`src/rtl/reg_write_sequencer.sv`:
```
module reg_write_sequencer #(
  parameter int DW = 16,
  parameter int NREG = 16,
  parameter int RAM_AW = 4,
  parameter logic [7:0] CTRL_ADDR = 8'hFF,
  localparam int WW = $clog2(DW) + 1,
  localparam int PW = $clog2(DW),
  localparam int STEP_W = 8 + DW + WW + PW + 4 + 1
) (
  input  logic              clk,
  input  logic              rst_n,
  input  logic              host_we,
  input  logic [7:0]        host_addr,
  input  logic [DW-1:0]     host_wdata,
  input  logic [7:0]        host_raddr,
  output logic [DW-1:0]     host_rdata,
  input  logic              ram_we,
  input  logic [RAM_AW-1:0] ram_addr,
  input  logic [STEP_W-1:0] ram_wdata,
  input  logic              tick,
  output logic              busy,
  output logic              done
);
  localparam int NSTEP = 1 << RAM_AW;
  localparam int RIW = $clog2(NREG);
  localparam int DL = 8;
  localparam int WL = DL + DW;
  localparam int PL = WL + WW;
  localparam int YL = PL + PW;
  localparam int EL = YL + 4;
  localparam logic [7:0] NREG_L = 8'(NREG);

  logic [DW-1:0]     regs [NREG];
  logic [STEP_W-1:0] ram  [NSTEP];
  logic [RAM_AW-1:0] ptr;
  logic              in_wait;
  logic [3:0]        cnt;

  wire ctrl_wr   = host_we && host_addr == CTRL_ADDR;
  wire abort_req = ctrl_wr && host_wdata[1];
  wire start_req = ctrl_wr && host_wdata[0] && !host_wdata[1] && !busy;

  wire [STEP_W-1:0] step    = ram[ptr];
  wire [7:0]        s_addr  = step[7:0];
  wire [DW-1:0]     s_data  = step[DL +: DW];
  wire [WW-1:0]     s_width = step[WL +: WW];
  wire [PW-1:0]     s_pos   = step[PL +: PW];
  wire [3:0]        s_delay = step[YL +: 4];
  wire              s_last  = step[EL];
  wire              s_hit   = s_addr < NREG_L;

  wire [DW-1:0] old_val  = s_hit ? regs[s_addr[RIW-1:0]] : '0;
  wire [DW-1:0] mask     = (~({DW{1'b1}} << s_width)) << s_pos;
  wire [DW-1:0] merged   = (old_val & ~mask) | ((s_data << s_pos) & mask);

  wire exec      = busy && !in_wait && !abort_req;
  wire seq_we    = exec && s_hit;
  wire wait_done = busy && in_wait && tick && cnt == 4'd1 && !abort_req;
  wire advance   = (exec && s_delay == 4'd0) || wait_done;

  always_ff @(posedge clk) begin
    if (!rst_n) begin
      busy    <= 1'b0;
      done    <= 1'b0;
      in_wait <= 1'b0;
      cnt     <= '0;
      ptr     <= '0;
    end else if (start_req) begin
      busy    <= 1'b1;
      done    <= 1'b0;
      in_wait <= 1'b0;
      ptr     <= host_wdata[8 +: RAM_AW];
    end else if (busy && abort_req) begin
      busy    <= 1'b0;
      in_wait <= 1'b0;
    end else begin
      if (exec && s_delay != 4'd0) begin
        in_wait <= 1'b1;
        cnt     <= s_delay;
      end
      if (in_wait && tick)
        cnt <= cnt - 4'd1;
      if (advance) begin
        in_wait <= 1'b0;
        if (s_last) begin
          busy <= 1'b0;
          done <= 1'b1;
        end else begin
          ptr <= ptr + RAM_AW'(1);
        end
      end
    end
  end

  always_ff @(posedge clk) begin
    if (!rst_n) begin
      for (int i = 0; i < NREG; i++) regs[i] <= '0;
    end else if (seq_we) begin
      regs[s_addr[RIW-1:0]] <= merged;
    end else if (host_we && !busy && host_addr < NREG_L) begin
      regs[host_addr[RIW-1:0]] <= host_wdata;
    end
  end

  always_ff @(posedge clk) begin
    if (ram_we && !busy)
      ram[ram_addr] <= ram_wdata;
  end

  always_comb begin
    host_rdata = '0;
    if (host_raddr == CTRL_ADDR)
      host_rdata = {{(DW-2){1'b0}}, done, busy};
    else if (host_raddr < NREG_L)
      host_rdata = regs[host_raddr[RIW-1:0]];
  end
endmodule

```
`config.mk`:
```
export PLATFORM = sky130hd
export DESIGN_NAME = reg_write_sequencer
export DESIGN_NICKNAME = d
export VERILOG_FILES = /design/src/rtl/reg_write_sequencer.sv
export SDC_FILE = /design/constraint.sdc
export NUM_CORES = 1
export LEC_CHECK = 0
export BUFFER_PORTS_ARGS = -buffer_cell sky130_fd_sc_hd__buf_2
export CAP_MARGIN = 30
export CORE_ASPECT_RATIO = 2
export CORE_UTILIZATION = 37
export CTS_CLUSTER_DIAMETER = 40
export CTS_CLUSTER_SIZE = 12
export DETAILED_ROUTE_END_ITERATION = 7
export HOLD_SLACK_MARGIN = 0.06
export PLACE_DENSITY = 0.54
export RECOVER_POWER = 25
export SLEW_MARGIN = 20
export SYNTH_ARGS = -nofsm -noshare
export SYNTH_HDL_FRONTEND = slang
export SYNTH_SLANG_ARGS = --single-unit
```
`constraint.sdc`:
```
create_clock -name clk -period 4.4 [get_ports clk]
set_input_delay 0.66 -clock clk [delete_from_list [all_inputs] [get_ports clk]]
set_output_delay 0.66 -clock clk [all_outputs]
set_load 0.01 [all_outputs]
```
==> out/results.md, run 1 <==
| Metric | This run | Unit |
|---|---|---|
| Kind of end point of the critical path | register | - |
| First-pass GRT wire length | 172000 | um |
| Stage delay of the slowest cell on the critical path | 0.51 | ns |
| Simple-gate share of the synthesized area | 6.36 | % |
| Worst slew margin | 35.5 | % |
| Required time of the worst setup path | 4.81 | ns |
| Worst setup SP type | register | - |
| Final clock skew | 0.0448 | ns |
| Syn Nets | 2277 | - |
| Count of pins on the block boundary | 97 | - |
| Leakage | 14.1 | nW |
| Yosys Warn Count | 0 | - |
| Horizontal die dimension | 230 | um |
| Count of flip-flops with a built-in enable after synthesis | 864 | - |
| Latest clock arrival within the worst-skew pair | 0.72 | ns |
| Compound-gate portion of the synthesized area | 5.39 | % |
| Overall Global Routing Usage | 23.1 | % |
| Num Clock Sinks | 879 | - |
| Worst-Margin Slew | 0.967 | ns |
| Final worst path period need | 4.31 | ns |
| Main synth FF type | edfxtp_1 | - |
| Routability congestion estimate | 0.921 | - |
| Most repeated library cell on the critical path | buf_4 | - |
| Pins over their slew limit | 0 | - |
| Pin count of the biggest net entering global routing | 73 | - |
| Count of TritonRoute iterations in the first routing pass | 6 | - |
| Drt total wl | 121000 | um |
| Fin. Hold Viols | 0 | - |
| # nets final | 2491 | - |
| TritonCTS clock tree | done | - |
| Root buffer cell | clkbuf_16 | - |
| Overflow after GRT | 0 | - |
| Maximum fanout along the worst path | 37 | - |
| Clock buffers created by TritonCTS | 89 | - |
| DRC violation count after routing | 0 | - |
| Instance count of the mapped netlist | 2195 | - |
| Die Area | 105000 | um^2 |
| Cell chain of the critical path | buf_12 -> buf_4 -> mux4_2 -> nand2_1 -> and4_1 -> nand2_1 -> a2111oi_0 -> buf_4 -> o31a_1 -> a211oi_1 -> buf_4 -> nor3_2 -> buf_4 -> nor3_1 | - |
| Dominant combinational cell family by area after synthesis | multiplexers | - |
| Antenna violations before repair | 8 | - |
| Power per cell area | 394 | nW/um^2 |
| DR iter-0 viols | 1963 | - |
| Post-synthesis cell area | 38500 | um^2 |
| CP arrival | 4.73 | ns |
| Max VDD drop | 0.296 | mV |
| Sequential-to-total area share from yosys stat | 68.2 | % |
| Class of the tightest hold or removal check | in2reg | - |
| Mean cell area of the mapped netlist | 17.5 | um^2 |
| Power, Total | 17.4 | mW |
| Utilization after layout | 42.9 | % |
| Worst-path cell with the longest stage delay | dfxtp_4 | - |
| Layout filler cell count | 9231 | - |
| CTS Buffer Depth | 3 | - |
| Area overhead of the layout relative to synthesis | 15.0 | % |
| Area share of xor/xnor cells in the synthesized design | 0.0683 | % |
| Rows | 167 | - |
| Clock transition at path regs | 0.06 | ns |
| Count of hold buffers inserted by post-cts repair | 0 | - |
| Share of cell area taken by muxes after synthesis | 17.7 | % |
| Maximum clock frequency | 232 | MHz |
| Die boundary height | 458 | um |
| Setup repair after global routing missed its margin | yes | - |
| Number of setup violations in the final report | 0 | - |
| Max-cap violation count | 0 | - |
| Share of final-layout standard cells stronger than drive strength 1 | 28.3 | % |
| Period Utilization, post-route | 98.0 | % |
| Distinct cells, synth | 82 | - |
| Yosys reg bits | 879 | - |
| HPWL after detailed placement | 80700 | um |
| Run status | finished clean | - |
| H-tree lvl count | 3 | - |
| Average wire length per cell after detail routing | 31.7 | um |
| Core Region | 103000 | um^2 |
| Remaining antenna violation count | 0 | - |
| Adder and majority gate portion of the synthesized area | 0.124 | % |
| Classification of the worst setup path | reg2reg | - |
| Effective utilization at floorplan | 37.3 | % |
| Post-synthesis async set-or-reset flop share | 0 | % |
| Port Buffers | 96 | - |
| DR vias/cell | 5.97 | - |
| Routed via count | 22676 | - |
| Via count of the first global-routing pass | 24069 | - |
[synth_stat cells (all sizes together) (6+ instances only)]
cell type	n	area share [%]
nor2	202	2.0
nor2b	20	0.33
clkbuf	67	0.65
dfxtp	15	0.78
a21oi	79	1.0
nand4	9	0.15
inv	12	0.12
o2111ai	8	0.18
nand3	31	0.40
a22o	11	0.25
edfxtp	864	67
o211ai	11	0.23
o21ai	32	0.42
mux2	7	0.20
nand2b	6	0.098
nand2	119	1.2
a221oi	13	0.38
nor3b	28	0.55
a211oi	10	0.22
mux4	278	16
nor4	21	0.34
nor3	63	0.86
mux2i	46	1.2
buf	85	1.4
a22oi	57	1.1
[registers in the layout (all words and copies together) (netlist names), named ones only]
signal and count:
ptr 4, cnt 4, busy 1, done 1, in_wait 1, ram 608
regs 256
[layout by cell type, fill, tap and decap left out, drive strengths merged, types with 32 or more instances in the layout]
cell type  instances
a22oi             57
buf              242
edfxtp           864
clkbuf           141
o21ai             32
mux2i             46
mux4             278
a21oi             79
nor3              63
nand2            119
nor2             202
[logic make-up after synthesis]
group	Yosys count
AOI/OAI and AO/OA	289
xor gates and xnor gates	3
adders and majority gates	4
buffers and inverters	164
DFF	879
muxes	331
and+or+nand+nor	525
[final cells by class]
type / instances / area (um^2) / area share, %
antenna: 2 / 5.00 / 0.0113
clock buffer: 108 / 2330 / 5.26
clock inverter: 20 / 294 / 0.664
inverter: 12 / 45.0 / 0.102
multi-input combinational: 1152 / 11600 / 26.2
sequential: 879 / 26300 / 59.3
tap: 1352 / 1690 / 3.82
timing repair buffer: 275 / 2040 / 4.62
[layer usage]
metal  GRT usage, %  vias up  wire, um  share of wire [%]
met4           13.2       10      7410                6.1
met1           24.3    11872     40300                 33
met5              0        -        72              0.060
li1               -     9432         -                  -
met2           42.6     1007     65900                 55
met3           4.06      355      6980                5.8
[timing repair]
| action | CTS | global route |
|---|---|---|
| endpoints found under the setup margin | 1 | 134 |
| buffers inserted | 0 | 1 |
| pin swaps | 0 | 0 |
| resized for setup | 1 | 9 |
[worst max-delay path, delay by kind of cell (launching register included)]
family,cells,cell delay [ns]
flops,1,0.51
mux,1,0.30
buf+inv,5,1.12
simple gates,5,1.13
compound gates,3,0.87
[report_power, final]
part           internal [mW]  switching, mW
sequential              9.39         0.0656
clock                   3.93           3.22
combinational          0.301          0.530
[per-stage QoR]
step | setup slack [ns] | instance area (um^2) | TNS (ns) | hold slack, ns | instances
after floorplan | 0.0968 | 38500 | 0 | 0.495 | 2195
after global placement | -0.00504 | 41600 | -0.0184 | 0.503 | 3669
after global routing | -0.00138 | 44200 | -0.00138 | 0.303 | 3798
after detailed placement | 0.0335 | 41600 | 0 | 0.536 | 3669
final | 0.0871 | 44200 | 0 | 0.330 | 3800
after CTS | 0.0436 | 44200 | 0 | 0.289 | 3797
[worst paths after layout]
| kind | slack [ns] | to | cells past startpoint | from |
|---|---|---|---|---|
| worst max register to register | 0.09 | regs[4][14] | 14 | register |
| worst min register to register | 0.56 | cnt[1] | 1 | cnt[1] |
| worst max-delay path | 0.09 | regs[4][14] | 14 | register |
| worst min-delay path | 0.33 | ptr[2] | 2 | host_wdata[10] |
Power figures use the tool's default switching activity.
==> inputs of run 2 (changes only) <==
--- a/config.mk
+++ b/config.mk
@@ -15,6 +15,7 @@
 export HOLD_SLACK_MARGIN = 0.06
 export PLACE_DENSITY = 0.54
 export RECOVER_POWER = 25
+export SETUP_SLACK_MARGIN = 0.15
 export SLEW_MARGIN = 20
 export SYNTH_ARGS = -nofsm -noshare
 export SYNTH_HDL_FRONTEND = slang
==> out/results.md, run 2 (synthesized netlist as in run 1, its figures left out) <==
| Metric | This run | Unit | vs previous |
|---|---|---|---|
| Period Utilization, post-route | 96.0 | % | was 98.0% |
| Routability congestion estimate | 0.966 | - | was 0.921 |
| DR iter-0 viols | 2008 | - | was 1963 |
| Worst-Margin Slew | 0.927 | ns | was 0.967 ns |
| Power, Total | 17.4 | mW | about the same |
| Number of setup violations in the final report | 0 | - | unchanged |
| Launch instance of the worst min-delay path | ram_wdata[34] | - | was host_wdata[10] |
| Final worst hold slack | 0.362 | ns | was 0.330 ns |
| Overflow after GRT | 0 | - | unchanged |
| Highest-count cells in the layout ignoring fill and taps | edfxtp_1 (864), mux4_2 (278), nor2_1 (186) | - | was edfxtp_1 (864), mux4_2 (278), nor2_1 (189) |
| Post-route cell area | 44500 | um^2 | was 44200 um^2 |
| Num Clock Sinks | 879 | - | unchanged |
| Via count of the first global-routing pass | 24139 | - | was 24069 |
| Clock buffers created by TritonCTS | 89 | - | unchanged |
| Run status | finished clean | - | unchanged |
| Classification of the worst setup path | reg2reg | - | unchanged |
| Worst slew margin | 38.2 | % | was 35.5% |
| # nets final | 2508 | - | was 2491 |
| Leakage | 14.2 | nW | was 14.1 nW |
| Met3 GRT Util | 4.46 | % | was 4.06% |
| Drt total wl | 120000 | um | was 121000 um |
| HPWL after detailed placement | 80400 | um | was 80700 um |
| CTS Buffer Depth | 3 | - | unchanged |
| Met1 Use GR | 24.1 | % | was 24.3% |
| Utilization after layout | 43.1 | % | was 42.9% |
| Count of hold buffers inserted by post-cts repair | 0 | - | unchanged |
| Layout filler cell count | 9240 | - | was 9231 |
| Count of pins on the block boundary | 97 | - | unchanged |
| Registers with the most flip-flops | ram: 608 flops, regs: 256 flops | - | unchanged |
| Peak-usage layer in the global routing report | met2 | - | unchanged |
| Post-place instance area | 41700 | um^2 | was 41600 um^2 |
| Overall Global Routing Usage | 23.0 | % | was 23.1% |
| Final clock skew | 0.0449 | ns | was 0.0448 ns |
| Core Region | 103000 | um^2 | unchanged |
| H-tree lvl count | 3 | - | unchanged |
| Count of TritonRoute iterations in the first routing pass | 6 | - | unchanged |
| Post-route setup TNS | 0 | ns | unchanged |
| Share of final-layout standard cells stronger than drive strength 1 | 29.0 | % | was 28.3% |
| Clock transition at path regs | 0.07 | ns | was 0.06 ns |
| Latest clock arrival within the worst-skew pair | 0.70 | ns | was 0.72 ns |
| Path depth of the worst reg2reg path | 12 | - | was 14 |
| Maximum fanout along the worst path | 16 | - | was 37 |
| Average wire length per cell after detail routing | 31.5 | um | was 31.7 um |
| Effective utilization at floorplan | 37.3 | % | unchanged |
| Kind of end point of the critical path | register | - | unchanged |
| Remaining antenna violation count | 0 | - | unchanged |
| Footprint of the multi-input gates | 11600 | um^2 | about the same |
| Worst hold path depth | 1 | - | was 2 |
| Worst slack, placed | 0.0780 | ns | was 0.0335 ns |
| Max VDD drop | 0.295 | mV | was 0.296 mV |
| Final worst path period need | 4.23 | ns | was 4.31 ns |
| TritonCTS clock tree | done | - | unchanged |
| DR vias/cell | 5.89 | - | was 5.97 |
| Met2 Track Usage GR | 42.6 | % | about the same |
| Root buffer cell | clkbuf_16 | - | unchanged |
| Cell Count Post-Placement | 3684 | - | was 3669 |
| CP arrival | 4.62 | ns | was 4.73 ns |
| Horizontal die dimension | 230 | um | unchanged |
| First-pass GRT wire length | 171000 | um | was 172000 um |
| Flop2flop setup slack | 0.17 | ns | was 0.09 ns |
| DRC violation count after routing | 0 | - | unchanged |
| Area overhead of the layout relative to synthesis | 15.6 | % | was 15.0% |
| Required time of the worst setup path | 4.79 | ns | was 4.81 ns |
| Class of the tightest hold or removal check | in2reg | - | unchanged |
| Power per cell area | 392 | nW/um^2 | was 394 nW/um^2 |
| Routed via count | 22499 | - | was 22676 |
| Non-filler cells in the finished layout | 3820 | - | was 3800 |
| Setup repair after global routing missed its margin | yes | - | unchanged |
| Fin. Hold Viols | 0 | - | unchanged |
| Most frequent standard cell in the layout excluding fill and tap cells | edfxtp_1 | - | unchanged |
| Max reg flops | 608 | - | unchanged |
| Hold-critical path endpoint | ram[14][34] | - | was ptr[2] |
| Die Area | 105000 | um^2 | unchanged |
| Antenna violations before repair | 15 | - | was 8 |
| Terminus of the critical flop-to-flop path | regs[9][11] | - | was regs[4][14] |
| Die boundary height | 458 | um | unchanged |
| Setup ws final | 0.174 | ns | was 0.0871 ns |
| Area of all sequential standard cells | 26300 | um^2 | about the same |
| Maximum clock frequency | 237 | MHz | was 232 MHz |
| Max-cap violation count | 0 | - | unchanged |
| Largest Register | ram | - | unchanged |
| Pin count of the biggest net entering global routing | 69 | - | was 73 |
| Pins over their slew limit | 0 | - | unchanged |
| Rows | 167 | - | unchanged |
| Worst setup SP type | register | - | unchanged |
| Port Buffers | 96 | - | unchanged |
-- run 2: changes by cell type in the layout (fill, tap and decap cells not counted), sizes merged --
cell and delta:
bufinv -1, buf +18, clkbuf +2, clkinv -1, inv +2
-- run 2: worst max-delay path by stage --
stage / end / cells past startpoint
floorplan: ram[0][0] / 2
global placement: regs[6][14] / 12
detailed placement: regs[6][14] / 12
CTS: regs[6][10] / 12
global route: regs[10][11] / 12
finish: regs[9][11] / 12
-- run 2: layout make-up --
class                           count  share of cell area, %
Tap cell                         1352                   3.80
Inverter                           12                  0.101
Antenna cell                        2                 0.0113
Multi-Input combinational cell   1152                   26.1
Clock buffer                      111                   5.27
Timing Repair Buffer              292                   5.00
Sequential cell                   879                   59.0
Clock inverter                     20                  0.689
-- run 2: metal layers --
metal | share of wire [%] | vias to the layer above
met5 | 0.12 | -
met4 | 5.9 | 22
met3 | 5.9 | 322
met2 | 55 | 893
met1 | 34 | 11801
li1 | - | 9461
-- run 2: critical path: stages, from the launching register on --
cell,delay [ns]
dfxtp_1,0.57
buf_4,0.24
and2_2,0.46
a22oi_1,0.24
nand3_4,0.33
buf_4,0.36
mux4_2,0.39
nor3b_1,0.16
or4_1,0.47
a41o_1,0.25
o211ai_2,0.07
buf_4,0.24
a21oi_1,0.10
-- run 2: report_power, final --
group	switching [mW]	leakage, nW	internal [mW]
clock network	3.25	1.28	3.90
registers	0.0658	8.26	9.39
logic	0.515	4.61	0.307
total	3.83	14.2	13.6
-- run 2: what timing repair did --
| action | in CTS | in global routing |
|---|---|---|
| buffers inserted | 0 | 2 |
| pin swaps | 0 | 3 |
| gates resized for setup | 3 | 11 |
| gates cloned | 0 | 1 |
| endpoints found under the setup margin | 96 | 93 |
==> inputs of run 3 (changes only) <==
--- a/config.mk
+++ b/config.mk
@@ -10,10 +10,9 @@
 export CORE_ASPECT_RATIO = 2
 export CORE_UTILIZATION = 37
 export CTS_CLUSTER_DIAMETER = 40
-export CTS_CLUSTER_SIZE = 12
+export CTS_CLUSTER_SIZE = 24
 export DETAILED_ROUTE_END_ITERATION = 7
 export HOLD_SLACK_MARGIN = 0.06
-export PLACE_DENSITY = 0.54
 export RECOVER_POWER = 25
 export SETUP_SLACK_MARGIN = 0.15
 export SLEW_MARGIN = 20
==> out/results.md, run 3 (synthesized netlist as in run 1, its figures left out) <==
| Metric | This run | Unit | vs previous |
|---|---|---|---|
| Run status | finished clean | - | unchanged |
| Cell chain of the critical path | and2_1 -> a22oi_1 -> nand3_4 -> buf_4 -> mux4_2 -> a22oi_1 -> buf_4 -> a32oi_1 -> a211oi_2 -> buf_12 -> nor3_1 | - | was buf_4 -> and2_2 -> a22oi_1 -> nand3_4 -> buf_4 -> mux4_2 -> nor3b_1 -> or4_1 -> a41o_1 -> o211ai_2 -> buf_4 -> a21oi_1 |
| # nets final | 2495 | - | was 2508 |
| Count of pins on the block boundary | 97 | - | unchanged |
| Period Utilization, post-route | 94.0 | % | was 96.0% |
| Latest clock arrival within the worst-skew pair | 0.70 | ns | about the same |
| Stage delay of the slowest cell on the critical path | 0.60 | ns | was 0.57 ns |
| Pins over their slew limit | 0 | - | unchanged |
| Worst slew margin | 40.6 | % | was 38.2% |
| Average wire length per cell after detail routing | 30.8 | um | was 31.5 um |
| Final worst path period need | 4.13 | ns | was 4.23 ns |
| Overall Global Routing Usage | 22.2 | % | was 23.0% |
| Clock buffers created by TritonCTS | 59 | - | was 89 |
| Effective utilization at floorplan | 37.3 | % | unchanged |
| Largest Register | ram | - | unchanged |
| Highest-count cells in the layout ignoring fill and taps | edfxtp_1 (864), mux4_2 (278), nor2_1 (189) | - | was edfxtp_1 (864), mux4_2 (278), nor2_1 (186) |
| Routability congestion estimate | 0.959 | - | was 0.966 |
| Most frequent standard cell in the layout excluding fill and tap cells | edfxtp_1 | - | unchanged |
| Worst-path cell with the longest stage delay | dfxtp_1 | - | unchanged |
| Count of hold buffers inserted by post-cts repair | 0 | - | unchanged |
| DRC violation count after routing | 0 | - | unchanged |
| Num Clock Sinks | 879 | - | unchanged |
| Rows | 167 | - | unchanged |
| Pin count of the biggest net entering global routing | 59 | - | was 69 |
| Worst setup SP type | register | - | unchanged |
| DR vias/cell | 5.90 | - | was 5.89 |
| Root buffer cell | clkbuf_16 | - | unchanged |
| Max-cap violation count | 0 | - | unchanged |
| Layout filler cell count | 9163 | - | was 9240 |
| Worst slack, placed | 0.0529 | ns | was 0.0780 ns |
| Final clock skew | 0.0449 | ns | about the same |
| TritonCTS clock tree | done | - | unchanged |
| Die Area | 105000 | um^2 | unchanged |
| Maximum clock frequency | 242 | MHz | was 237 MHz |
| Fin. Hold Viols | 0 | - | unchanged |
| Remaining antenna violation count | 0 | - | unchanged |
| H-tree lvl count | 2 | - | was 3 |
| Power per cell area | 364 | nW/um^2 | was 392 nW/um^2 |
| Number of setup violations in the final report | 0 | - | unchanged |
| Share of final-layout standard cells stronger than drive strength 1 | 28.9 | % | was 29.0% |
| HPWL after detailed placement | 81400 | um | was 80400 um |
| Overflow after GRT | 0 | - | unchanged |
| CTS Buffer Depth | 3 | - | unchanged |
| Worst-Margin Slew | 0.888 | ns | was 0.927 ns |
| Max reg flops | 608 | - | unchanged |
| Maximum fanout along the worst path | 16 | - | unchanged |
| Horizontal die dimension | 230 | um | unchanged |
| Setup ws final | 0.265 | ns | was 0.174 ns |
| Class of the tightest hold or removal check | in2reg | - | unchanged |
| First-pass GRT wire length | 167000 | um | was 171000 um |
| Classification of the worst setup path | reg2reg | - | unchanged |
| Die boundary height | 458 | um | unchanged |
| Required time of the worst setup path | 4.81 | ns | was 4.79 ns |
| Antenna violations before repair | 9 | - | was 15 |
| Port Buffers | 96 | - | unchanged |
| Via count of the first global-routing pass | 23686 | - | was 24139 |
| DR iter-0 viols | 2471 | - | was 2008 |
| Clock transition at path regs | 0.08 | ns | was 0.07 ns |
| Max VDD drop | 0.279 | mV | was 0.295 mV |
| Routed via count | 22485 | - | was 22499 |
| Area overhead of the layout relative to synthesis | 14.6 | % | was 15.6% |
| Core Region | 103000 | um^2 | unchanged |
| Worst hold path depth | 1 | - | unchanged |
| Setup repair after global routing missed its margin | no | - | was yes |
| Drt total wl | 118000 | um | was 120000 um |
| Kind of end point of the critical path | register | - | unchanged |
| Registers with the most flip-flops | ram: 608 flops, regs: 256 flops | - | unchanged |
| Leakage | 14.0 | nW | was 14.2 nW |
| CP arrival | 4.54 | ns | was 4.62 ns |
| Final worst hold slack | 0.348 | ns | was 0.362 ns |
| Count of TritonRoute iterations in the first routing pass | 6 | - | unchanged |
| Path depth of the worst reg2reg path | 11 | - | was 12 |
| Flop2flop setup slack | 0.27 | ns | was 0.17 ns |
[run 3: cell types whose count changed in the layout (fill, tap and decap cells not counted), sizes merged]
cell      previous run  this run
clkbuf             143        98
buf                260       276
inv                 19        30
clkinv              10        18
clkinvlp             1         3
diode                2         4
bufinv               2         1
[run 3: layout make-up]
class | instances | area, um^2 | share of cell area (%)
Antenna cell | 4 | 10.0 | 0.0227
Sequential cell | 879 | 26300 | 59.5
Timing Repair Buffer | 309 | 2560 | 5.80
Tap cell | 1352 | 1690 | 3.84
Multi-Input combinational cell | 1152 | 11600 | 26.3
Clock inverter | 40 | 439 | 0.996
Clock buffer | 65 | 1520 | 3.45
Inverter | 12 | 45.0 | 0.102
[run 3: timing repair]
item | CTS | global route
gates cloned | 0 | 1
buffers inserted | 1 | 8
pin swaps | 0 | 2
setup endpoints to repair | 34 | 81
gates resized for setup | 0 | 6
[run 3: final timing paths]
| check | startpoint | endpoint |
|---|---|---|
| worst min-delay path | ram_wdata[8] | ram[0][8] |
| worst max-delay path | register | regs[2][12] |
| worst min register to register | in_wait | in_wait |
| worst max register to register | register | regs[2][12] |
[run 3: routing by layer]
metal	routed length, um	vias up	global-route usage (%)
li1	-	9462	-
met1	38600	11691	23.5
met2	64800	1017	41.8
met3	6700	311	3.02
met4	7390	4	12.3
met5	27	-	0
[run 3: through the flow]
step / instances / utilization, % / cell area, um^2 / setup TNS (ns) / power, mW
floorplan: 2195 / - / 38500 / 0 / 10.0
global placement: 3691 / 40.7 / 42000 / -3.13 / 10.4
detailed placement: 3693 / 40.7 / 42000 / 0 / 10.5
CTS: 3799 / 42.6 / 44000 / 0 / 16.2
global route: 3811 / 42.7 / 44100 / 0 / 16.5
finish: 3813 / 42.7 / 44100 / 0 / 16.1
[run 3: critical path, delay by kind of cell, from the launching register on]
family / cells / cell delay (ns)
AOI/OAI and AO/OA: 4 / 1.10
and+or+nand+nor: 3 / 0.96
buffers and inverters: 3 / 0.70
DFF: 1 / 0.60
muxes: 1 / 0.46
[run 3: report_power, final]
| part | internal (mW) | switching [mW] | total, mW |
|---|---|---|---|
| clock network | 2.69 | 3.09 | 5.78 |
| logic | 0.322 | 0.524 | 0.846 |
| registers | 9.37 | 0.0678 | 9.44 |
| total | 12.4 | 3.68 | 16.1 |
